$ cat src/rtl/uart_rx_pkg.sv
package uart_rx_pkg;

  typedef enum logic [1:0] {
    RX_IDLE  = 2'd0,
    RX_START = 2'd1,
    RX_DATA  = 2'd2,
    RX_STOP  = 2'd3
  } rx_state_e;

  // Cycles from the detected start edge to the start-bit sample.
  function automatic int unsigned first_sample_delay(int unsigned cpb, int unsigned comp);
    int unsigned half;
    half = cpb >> 1;
    return (half > comp) ? (half - comp) : 32'd1;
  endfunction

endpackage

$ cat src/rtl/rx_sync.sv
module rx_sync (
  input  logic clk,
  input  logic rst_n,
  input  logic line_i,
  output logic line_o,
  output logic fall_o
);
  logic s1_q, s2_q, s3_q;

  always_ff @(posedge clk or negedge rst_n) begin
    if (!rst_n) begin
      s1_q <= 1'b1;
      s2_q <= 1'b1;
      s3_q <= 1'b1;
    end else begin
      s1_q <= line_i;
      s2_q <= s1_q;
      s3_q <= s2_q;
    end
  end

  assign line_o = s2_q;
  assign fall_o = s3_q & ~s2_q;
endmodule

$ cat src/rtl/bit_timer.sv
module bit_timer #(
  parameter int CW = 16
) (
  input  logic          clk,
  input  logic          rst_n,
  input  logic          load_i,
  input  logic [CW-1:0] load_val_i,
  output logic          tick_o
);
  logic [CW-1:0] cnt_q;

  always_ff @(posedge clk or negedge rst_n) begin
    if (!rst_n)               cnt_q <= '0;
    else if (load_i)          cnt_q <= load_val_i;
    else if (cnt_q != '0)     cnt_q <= cnt_q - 1'b1;
  end

  assign tick_o = (cnt_q == '0);
endmodule

$ cat src/rtl/rx_shifter.sv
module rx_shifter #(
  parameter int DW = 8,
  localparam int NB_W = $clog2(DW + 1)
) (
  input  logic            clk,
  input  logic            rst_n,
  input  logic            clr_i,
  input  logic            shift_en_i,
  input  logic            bit_i,
  output logic [DW-1:0]   data_o,
  output logic [NB_W-1:0] count_o
);
  logic [DW-1:0]   sr_q;
  logic [NB_W-1:0] n_q;

  always_ff @(posedge clk or negedge rst_n) begin
    if (!rst_n) begin
      sr_q <= '0;
      n_q  <= '0;
    end else if (clr_i) begin
      sr_q <= '0;
      n_q  <= '0;
    end else if (shift_en_i) begin
      sr_q <= {bit_i, sr_q[DW-1:1]};
      n_q  <= n_q + 1'b1;
    end
  end

  assign data_o  = sr_q;
  assign count_o = n_q;
endmodule

$ cat src/rtl/uart_rx_brk.sv
module uart_rx_brk
  import uart_rx_pkg::*;
#(
  parameter int DATA_W = 8,
  parameter int CPB_W  = 16,
  parameter int COMP_W = 4,
  localparam int NB_W  = $clog2(DATA_W + 1)
) (
  input  logic              clk,
  input  logic              rst_n,
  input  logic              rx_i,
  input  logic [CPB_W-1:0]  clks_per_bit_i,
  input  logic [COMP_W-1:0] lat_comp_i,
  output logic [DATA_W-1:0] data_o,
  output logic              valid_o,
  output logic              frame_err_o,
  output logic              break_o
);
  rx_state_e st_q, st_d;

  logic              line_w, fall_w, tick_w;
  logic              tmr_load_w;
  logic [CPB_W-1:0]  tmr_val_w, half_w;
  logic              shf_clr_w, shf_en_w;
  logic [DATA_W-1:0] shf_data_w;
  logic [NB_W-1:0]   shf_cnt_w;
  logic              glitch_w, stop_smp_w;

  logic [DATA_W-1:0] data_q;
  logic              valid_q, fe_q, brk_q;

  rx_sync u_sync (
    .clk(clk), .rst_n(rst_n), .line_i(rx_i), .line_o(line_w), .fall_o(fall_w)
  );

  bit_timer #(.CW(CPB_W)) u_timer (
    .clk(clk), .rst_n(rst_n), .load_i(tmr_load_w), .load_val_i(tmr_val_w), .tick_o(tick_w)
  );

  rx_shifter #(.DW(DATA_W)) u_shift (
    .clk(clk), .rst_n(rst_n), .clr_i(shf_clr_w), .shift_en_i(shf_en_w),
    .bit_i(line_w), .data_o(shf_data_w), .count_o(shf_cnt_w)
  );

  assign half_w = CPB_W'(first_sample_delay(32'(clks_per_bit_i), 32'(lat_comp_i)));

  assign glitch_w   = (st_q == RX_START) && tick_w && line_w;
  assign stop_smp_w = (st_q == RX_STOP) && tick_w;

  always_comb begin
    st_d       = st_q;
    tmr_load_w = 1'b0;
    tmr_val_w  = clks_per_bit_i - 1'b1;
    shf_clr_w  = 1'b0;
    shf_en_w   = 1'b0;
    unique case (st_q)
      RX_IDLE: begin
        if (fall_w) begin
          st_d       = RX_START;
          tmr_load_w = 1'b1;
          tmr_val_w  = half_w - 1'b1;
          shf_clr_w  = 1'b1;
        end
      end
      RX_START: begin
        if (tick_w) begin
          if (line_w) begin
            st_d = RX_IDLE;
          end else begin
            st_d       = RX_DATA;
            tmr_load_w = 1'b1;
          end
        end
      end
      RX_DATA: begin
        if (tick_w) begin
          shf_en_w   = 1'b1;
          tmr_load_w = 1'b1;
          if (shf_cnt_w == NB_W'(DATA_W - 1)) st_d = RX_STOP;
        end
      end
      RX_STOP: begin
        if (tick_w) st_d = RX_IDLE;
      end
      default: st_d = RX_IDLE;
    endcase
  end

  always_ff @(posedge clk or negedge rst_n) begin
    if (!rst_n) begin
      st_q    <= RX_IDLE;
      data_q  <= '0;
      valid_q <= 1'b0;
      fe_q    <= 1'b0;
      brk_q   <= 1'b0;
    end else begin
      st_q    <= st_d;
      valid_q <= stop_smp_w;
      if (stop_smp_w) begin
        data_q <= shf_data_w;
        fe_q   <= ~line_w;
        brk_q  <= ~line_w && (shf_data_w == '0);
      end
    end
  end

  assign data_o      = data_q;
  assign valid_o     = valid_q;
  assign frame_err_o = fe_q;
  assign break_o     = brk_q;

  p_start_edge_r1: assert property (@(posedge clk) disable iff (!rst_n)
    (st_q == RX_IDLE && fall_w) |=> (st_q == RX_START));

  p_valid_single_r4: assert property (@(posedge clk) disable iff (!rst_n)
    valid_q |=> !valid_q);

  p_flags_hold_r5: assert property (@(posedge clk) disable iff (!rst_n)
    ((fe_q != $past(fe_q)) || (brk_q != $past(brk_q))) |-> valid_q);

  p_break_framed_r6: assert property (@(posedge clk) disable iff (!rst_n)
    brk_q |-> (fe_q && data_q == '0));

  p_glitch_drop_r7: assert property (@(posedge clk) disable iff (!rst_n)
    glitch_w |=> (st_q == RX_IDLE && !valid_q));

  p_ready_after_stop_r8: assert property (@(posedge clk) disable iff (!rst_n)
    valid_q |-> (st_q == RX_IDLE));
endmodule

$ cat config.mk
export PLATFORM = sky130hd
export DESIGN_NAME = uart_rx_brk
export DESIGN_NICKNAME = d
export VERILOG_FILES = /design/src/rtl/uart_rx_pkg.sv /design/src/rtl/rx_sync.sv /design/src/rtl/bit_timer.sv /design/src/rtl/rx_shifter.sv /design/src/rtl/uart_rx_brk.sv
export SDC_FILE = /design/constraint.sdc
export NUM_CORES = 1
export LEC_CHECK = 0
export BUFFER_PORTS_ARGS = -buffer_cell sky130_fd_sc_hd__buf_2
export CAP_MARGIN = 15
export CORE_AREA = 5 5 108 110
export DETAILED_ROUTE_END_ITERATION = 6
export DIE_AREA = 0 0 113 115
export SYNTH_ARGS = -nofsm -noshare
export SYNTH_HDL_FRONTEND = slang
export SYNTH_HIERARCHICAL = 1
export SYNTH_SLANG_ARGS = --single-unit
$ cat constraint.sdc
create_clock -name clk -period 2.58 [get_ports clk]
set_input_delay 0.516 -clock clk [delete_from_list [all_inputs] [get_ports clk]]
set_output_delay 0.516 -clock clk [all_outputs]
set_load 0.02 [all_outputs]
After elaboration in Yosys (flattened, before gate mapping)
Index checks and enable logic that the tools add are counted.
{ "totals": {"reg_bits": 44, "input_bits": 23, "output_inout_bits": 11, "elab_cells": 60} }
{ "classes": {"n_addsub": 5, "magnitude_cmp": 1, "n_eq_ne": 9, "muxes": 23, "bitwise": 2, "n_reduce_logical": 9} }
{ "op_table": {"columns": ["operator", "n"], "rows": [
  ["16-bit two-way mux", 5],
  ["16-bit by 1-bit subtractor with 16-bit output, second input constant", 3],
  ["16-bit zero test", 1],
  ["8-bit two-way mux", 2],
  ["16-bit nonzero test", 1],
  ["15-bit by 4-bit subtractor with 16-bit output", 1],
  ["15-bit by 4-bit greater-than comparator with 1-bit output", 1],
  ["2-bit two-way mux", 6],
  ["2-bit != test, second input constant", 5],
  ["8-bit zero test", 1],
  ["4-bit two-way mux", 2],
  ["2-bit case mux with 4 select lines", 1],
  ["1-bit two-way mux", 6],
  ["5-bit AND reduction", 1],
  ["4-bit by 1-bit adder with 4-bit output, second input constant", 1],
  ["2-bit == test, second input constant", 2],
  ["4-bit by 3-bit == test with 1-bit output, second input constant", 1],
  ["2-bit nonzero test", 2],
  ["1-bit case mux with 3 select lines", 1],
  ["2-bit by 1-bit == test with 1-bit output, second input constant", 1],
  ["1-bit logical AND", 2],
  ["2-bit zero test", 1],
  ["1-bit AND", 1],
  ["1-bit NOT", 1]
]} }

Longest topological paths before layout
{ "depth": {"depth_word": 6, "mapped_depth": 15, "ltp_nobuf": 15} }

Hierarchy
Netlist, hierarchy kept.
{ "modules_own_cells": {"columns": ["mod", "n_inst", "cells_each", "area_each_um2", "seq_area_each_um2"], "rows": [
  ["uart_rx_brk", 1, 250, 1980.6, 325.3],
  ["bit_timer", 1, 104, 1006.0, 400.4],
  ["rx_shifter", 1, 42, 519.2, 300.3],
  ["rx_sync", 1, 4, 92.6, 78.8]
]} }

Worst setup path before layout
Ideal clock, no wire load.
{ "synth_timing": {"path_type": "in2reg", "from": "input clks_per_bit_i[1]", "to": "register u_timer.cnt_q[14]", "arrival_time_ns": 3.092, "t_required_ns": 2.454, "setup_slack_ns": -0.638, "path_stages": 12, "n_path_buf": 0, "path_cell_list": "inv_1 > ha_1 > inv_1 > fa_1 > a21o_2 > a2111oi_4 > xnor2_1 > a31oi_4 > a2111oi_4 > a31o_1 > a31oi_1 > a221o_1"} }
{ "synth_between": {"elab_chain_cells": 6} }
{ "synth_lines": {"columns": ["item", "line_no", "source"], "rows": [
  ["start: declaration", "uart_rx_brk.sv:12", "input logic [CPB_W-1:0] clks_per_bit_i,"],
  ["15-bit by 4-bit subtractor with 16-bit output or 15-bit by 4-bit greater-than comparator with 1-bit output (tied branches)", "uart_rx_pkg.sv:14", "return (half > comp) ? (half - comp) : 32'd1;"],
  ["16-bit two-way mux", "uart_rx_pkg.sv:14", null],
  ["16-bit by 1-bit subtractor with 16-bit output", "uart_rx_brk.sv:61", "tmr_val_w = half_w - 1'b1;"],
  ["16-bit two-way mux", "uart_rx_brk.sv:58", "if (fall_w) begin"],
  ["16-bit two-way mux (*)", "uart_rx_brk.sv:56", "unique case (st_q)"],
  ["via tmr_val_w[14]", "uart_rx_brk.sv:23", "logic [CPB_W-1:0] tmr_val_w, half_w;"],
  ["16-bit two-way mux (*)", "bit_timer.sv:14", "else if (load_i) cnt_q <= load_val_i;"],
  ["end signal: assignment", "bit_timer.sv:14", null],
  ["end signal: assignment", "bit_timer.sv:15", "else if (cnt_q != '0) cnt_q <= cnt_q - 1'b1;"],
  ["end: declaration", "bit_timer.sv:10", "logic [CW-1:0] cnt_q;"]
]} }
The timed path passes the listed nets; every way through them passes the cells marked *.
A chain may end at the register's enable or synchronous reset.

Final worst setup path
Same ends and word-level chain as after synthesis.

==> metrics.txt <==
Initial Utilization 33.94%; post-synthesis sequential area ratio 30.70%; crit end category flop; Max-cap violations 0; dpl cell area 4631 µm²; status finished with violations; hold slack 0.1710 ns; routed vias/inst around 5; number of global-route vias before repair 3,390; CTS tree built; Final Cell Area 5060 µm²; final worst path period share 112.6%; synthesized net count about 430; post-route ant nets 0; first-pass GRT wire length 15,790 µm; Die Area approximately 13,000 µm²; Top Ports 34; sw frac 33.74%; pre-CTS setup slack -0.7293 ns; CP Data Required Time 2.77 ns; Sequential Power Share 40.1%; WL/cell between 10 and 15 µm; DIE WIDTH 113 µm; synth cell count leaders 41 x dfrtp_1, 41 x nand2_1, 37 x nor2_1; Synth top area share between 20 and 30%; synthesis-to-layout area growth 40.61%; share of layout cells above drive strength 1 43.26%; drt total wl 9446 µm; Util after Layout a little under half; top cells by area, synth dfrtp_1 29%, xnor2_1 5.6%, nand2_1 4.3%, nor2_1 3.9%, mux2i_1 3.3%; end of the critical path u_timer/cnt_q[14]; fmax 0.3442 GHz; Comb power frac 37.1%; GP Congestion 0.8747; Mapped Area 3598 µm²; Worst Path Arrival approximately 3 ns; Int Power 0.001563 W; measured slew at the worst slew-check pin 0.7546 ns; TNS Setup -2.439 ns; Final WS setup -0.3250 ns; slew margin rel. 49.28%; WS Path Type in -> reg; Clock Skews 0.008374 ns; Die Y around 120 µm; DRT Pass-1 Iters 4; Syn Inst Count 400; GRT overflow 0; PwrDens 466.3 nW/µm²; Unique masters post-synth 71; Core Area 10,600 µm²; Sink Count 44; Skew-Pair Late Insertion Delay approximately 0.3 ns; Vias ~3,400; number of antenna violations at the first check in global routing 0; final max-slew violation count 0; CTS Root Cell clkbuf_8; Final Hold Viols 0; gr usage total around 15%; mean post-synth cell area 8.996 µm²; post-synthesis async set-or-reset flop share 100.0%; largest area contributor in the netlist dfrtp_1; flops & latches, synth 44; largest net degree at the start of global routing 25; worst hold path type in -> async; failing checks setup timing; top_reg_cell synth dfrtp_1; CTS max path bufs 2; hpwl dp 7442 µm; leakage 2.257 nW; RSZ-0062 raised after global routing true; clock-pin slew on the worst setup and hold paths 0.08 ns; H-tree Lvls 2; Max IR drop VDD 0.3062 mV; Rows 38; Reg2Reg Setup Slack approximately 0.32 ns; Worst Reg2Reg Path Length in Cells 7; crit path from clks_per_bit_i[1]; # DRC 0; RR Endpoint u_timer/cnt_q[7]; clock buffer count from CTS 5; RR Startpoint u_timer/cnt_q[7]; number of DRC markers in iteration 0 just under 200; NetSw approximately 0.00080 W; Clk pwr share 22.7%; Worst setup SP type input port; antenna diode count 0; port bufs 33; minimum clock period after layout 2.905 ns; Syn. warnings 6; number of flops mapped to enable cells by yosys 0; CP Max Fanout 4; endpoints failing setup 10; Final nets 558
[power groups by stage]
stage               Combinational [W]  Clock (W)  Sequential [W]
floorplan                    0.000522          0        0.000932
global placement             0.000776          0        0.000953
detailed placement           0.000799          0        0.000961
CTS                          0.000818   0.000552        0.000948
global route                 0.000962   0.000585        0.000967
finish                       0.000876   0.000536        0.000947
[worst min-delay path by stage]
stage                 from                         end  depth (start not counted)
6_report             rst_n           u_timer/cnt_q[14]                          1
2_1_floorplan        rst_n  asynchronous set/reset pin                          0
3_5_place_dp   u_sync/s1_q               u_sync/line_o                          0
4_1_cts              rst_n  asynchronous set/reset pin                          1
5_1_grt              rst_n                     st_q[0]                          1
3_3_place_gp   u_sync/s1_q               u_sync/line_o                          0
[cell families after synthesis]
group | share of synthesized area [%]
and+or+nand+nor | 27.64
AOI/OAI and AO/OA | 17.63
DFF | 30.70
xor gates and xnor gates | 8.727
buffers and inverters | 4.763
muxes | 7.198
adders and majority gates | 3.338
[sequential cells by signal (all words and copies together), names as in the netlist, named ones only]
| signal | flops |
|---|---|
| break_o | 1 |
| data_o | 8 |
| frame_err_o | 1 |
| st_q | 1 |
| u_shift/count_o | 4 |
| u_shift/data_o | 8 |
| u_sync/line_o | 1 |
| u_sync/s1_q | 1 |
| u_sync/s3_q | 1 |
| u_timer/cnt_q | 16 |
| valid_o | 1 |
[what timing repair did]
item / CTS / global route
hold buffers: 0 / 0
endpoints found under the setup margin: 12 / 13
buffers inserted: 3 / 9
pin swaps: 20 / 34
gates resized for setup: 13 / 35
cloned: 0 / 0
[metrics by stage]
stage          power [W]  instances
4_1_cts         0.002318        659
6_report        0.002360        667
2_1_floorplan   0.001454        400
3_5_place_dp    0.001759        648
5_1_grt         0.002514        667
3_3_place_gp    0.001729        648
[per-layer routing]
| layer | global-route usage (%) | up-vias | share of wire, % |
|---|---|---|---|
| met2 | 25.16 | 48 | 50 |
| met1 | 19.54 | 1606 | 45 |
| met4 | 3.526 | 0 | 0.90 |
| met5 | 0 | - | 0 |
| met3 | 1.632 | 6 | 3.5 |
| li1 | - | 1692 | - |
[critical path, stage by stage]
cell and delay (ns):
buf_12 0.11, inv_12 0.04, ha_4 0.12, inv_2 0.03, fa_2 0.35, buf_4 0.15
a21o_4 0.21, a2111oi_4 0.36, xnor2_2 0.19, a31oi_4 0.13, a2111oi_4 0.31, a31o_1 0.20
a31oi_1 0.07, a221o_1 0.31
[placed cells by master (no fill, tap or decap), types with 9 or more instances in the layout]
master and n:
buf_4 99, nand2_1 37, mux2i_1 12, nor2_1 35
o21ai_0 10, xor2_1 9, nand2b_1 11, buf_2 31
inv_1 12, xnor2_1 21, a21oi_1 12, nor3_1 9
dfrtp_1 41, mux2_2 9
[final cells by class]
class,instances,area [µm²]
clock buffer,5,68.82
clock inverter,3,47.55
fill,980,5543
inverter,14,65.06
multi-input combinational,323,2592
sequential,44,1105
tap,140,175.2
timing repair buffer,138,1006
Note: power is estimated with default switching activity, not from simulation.
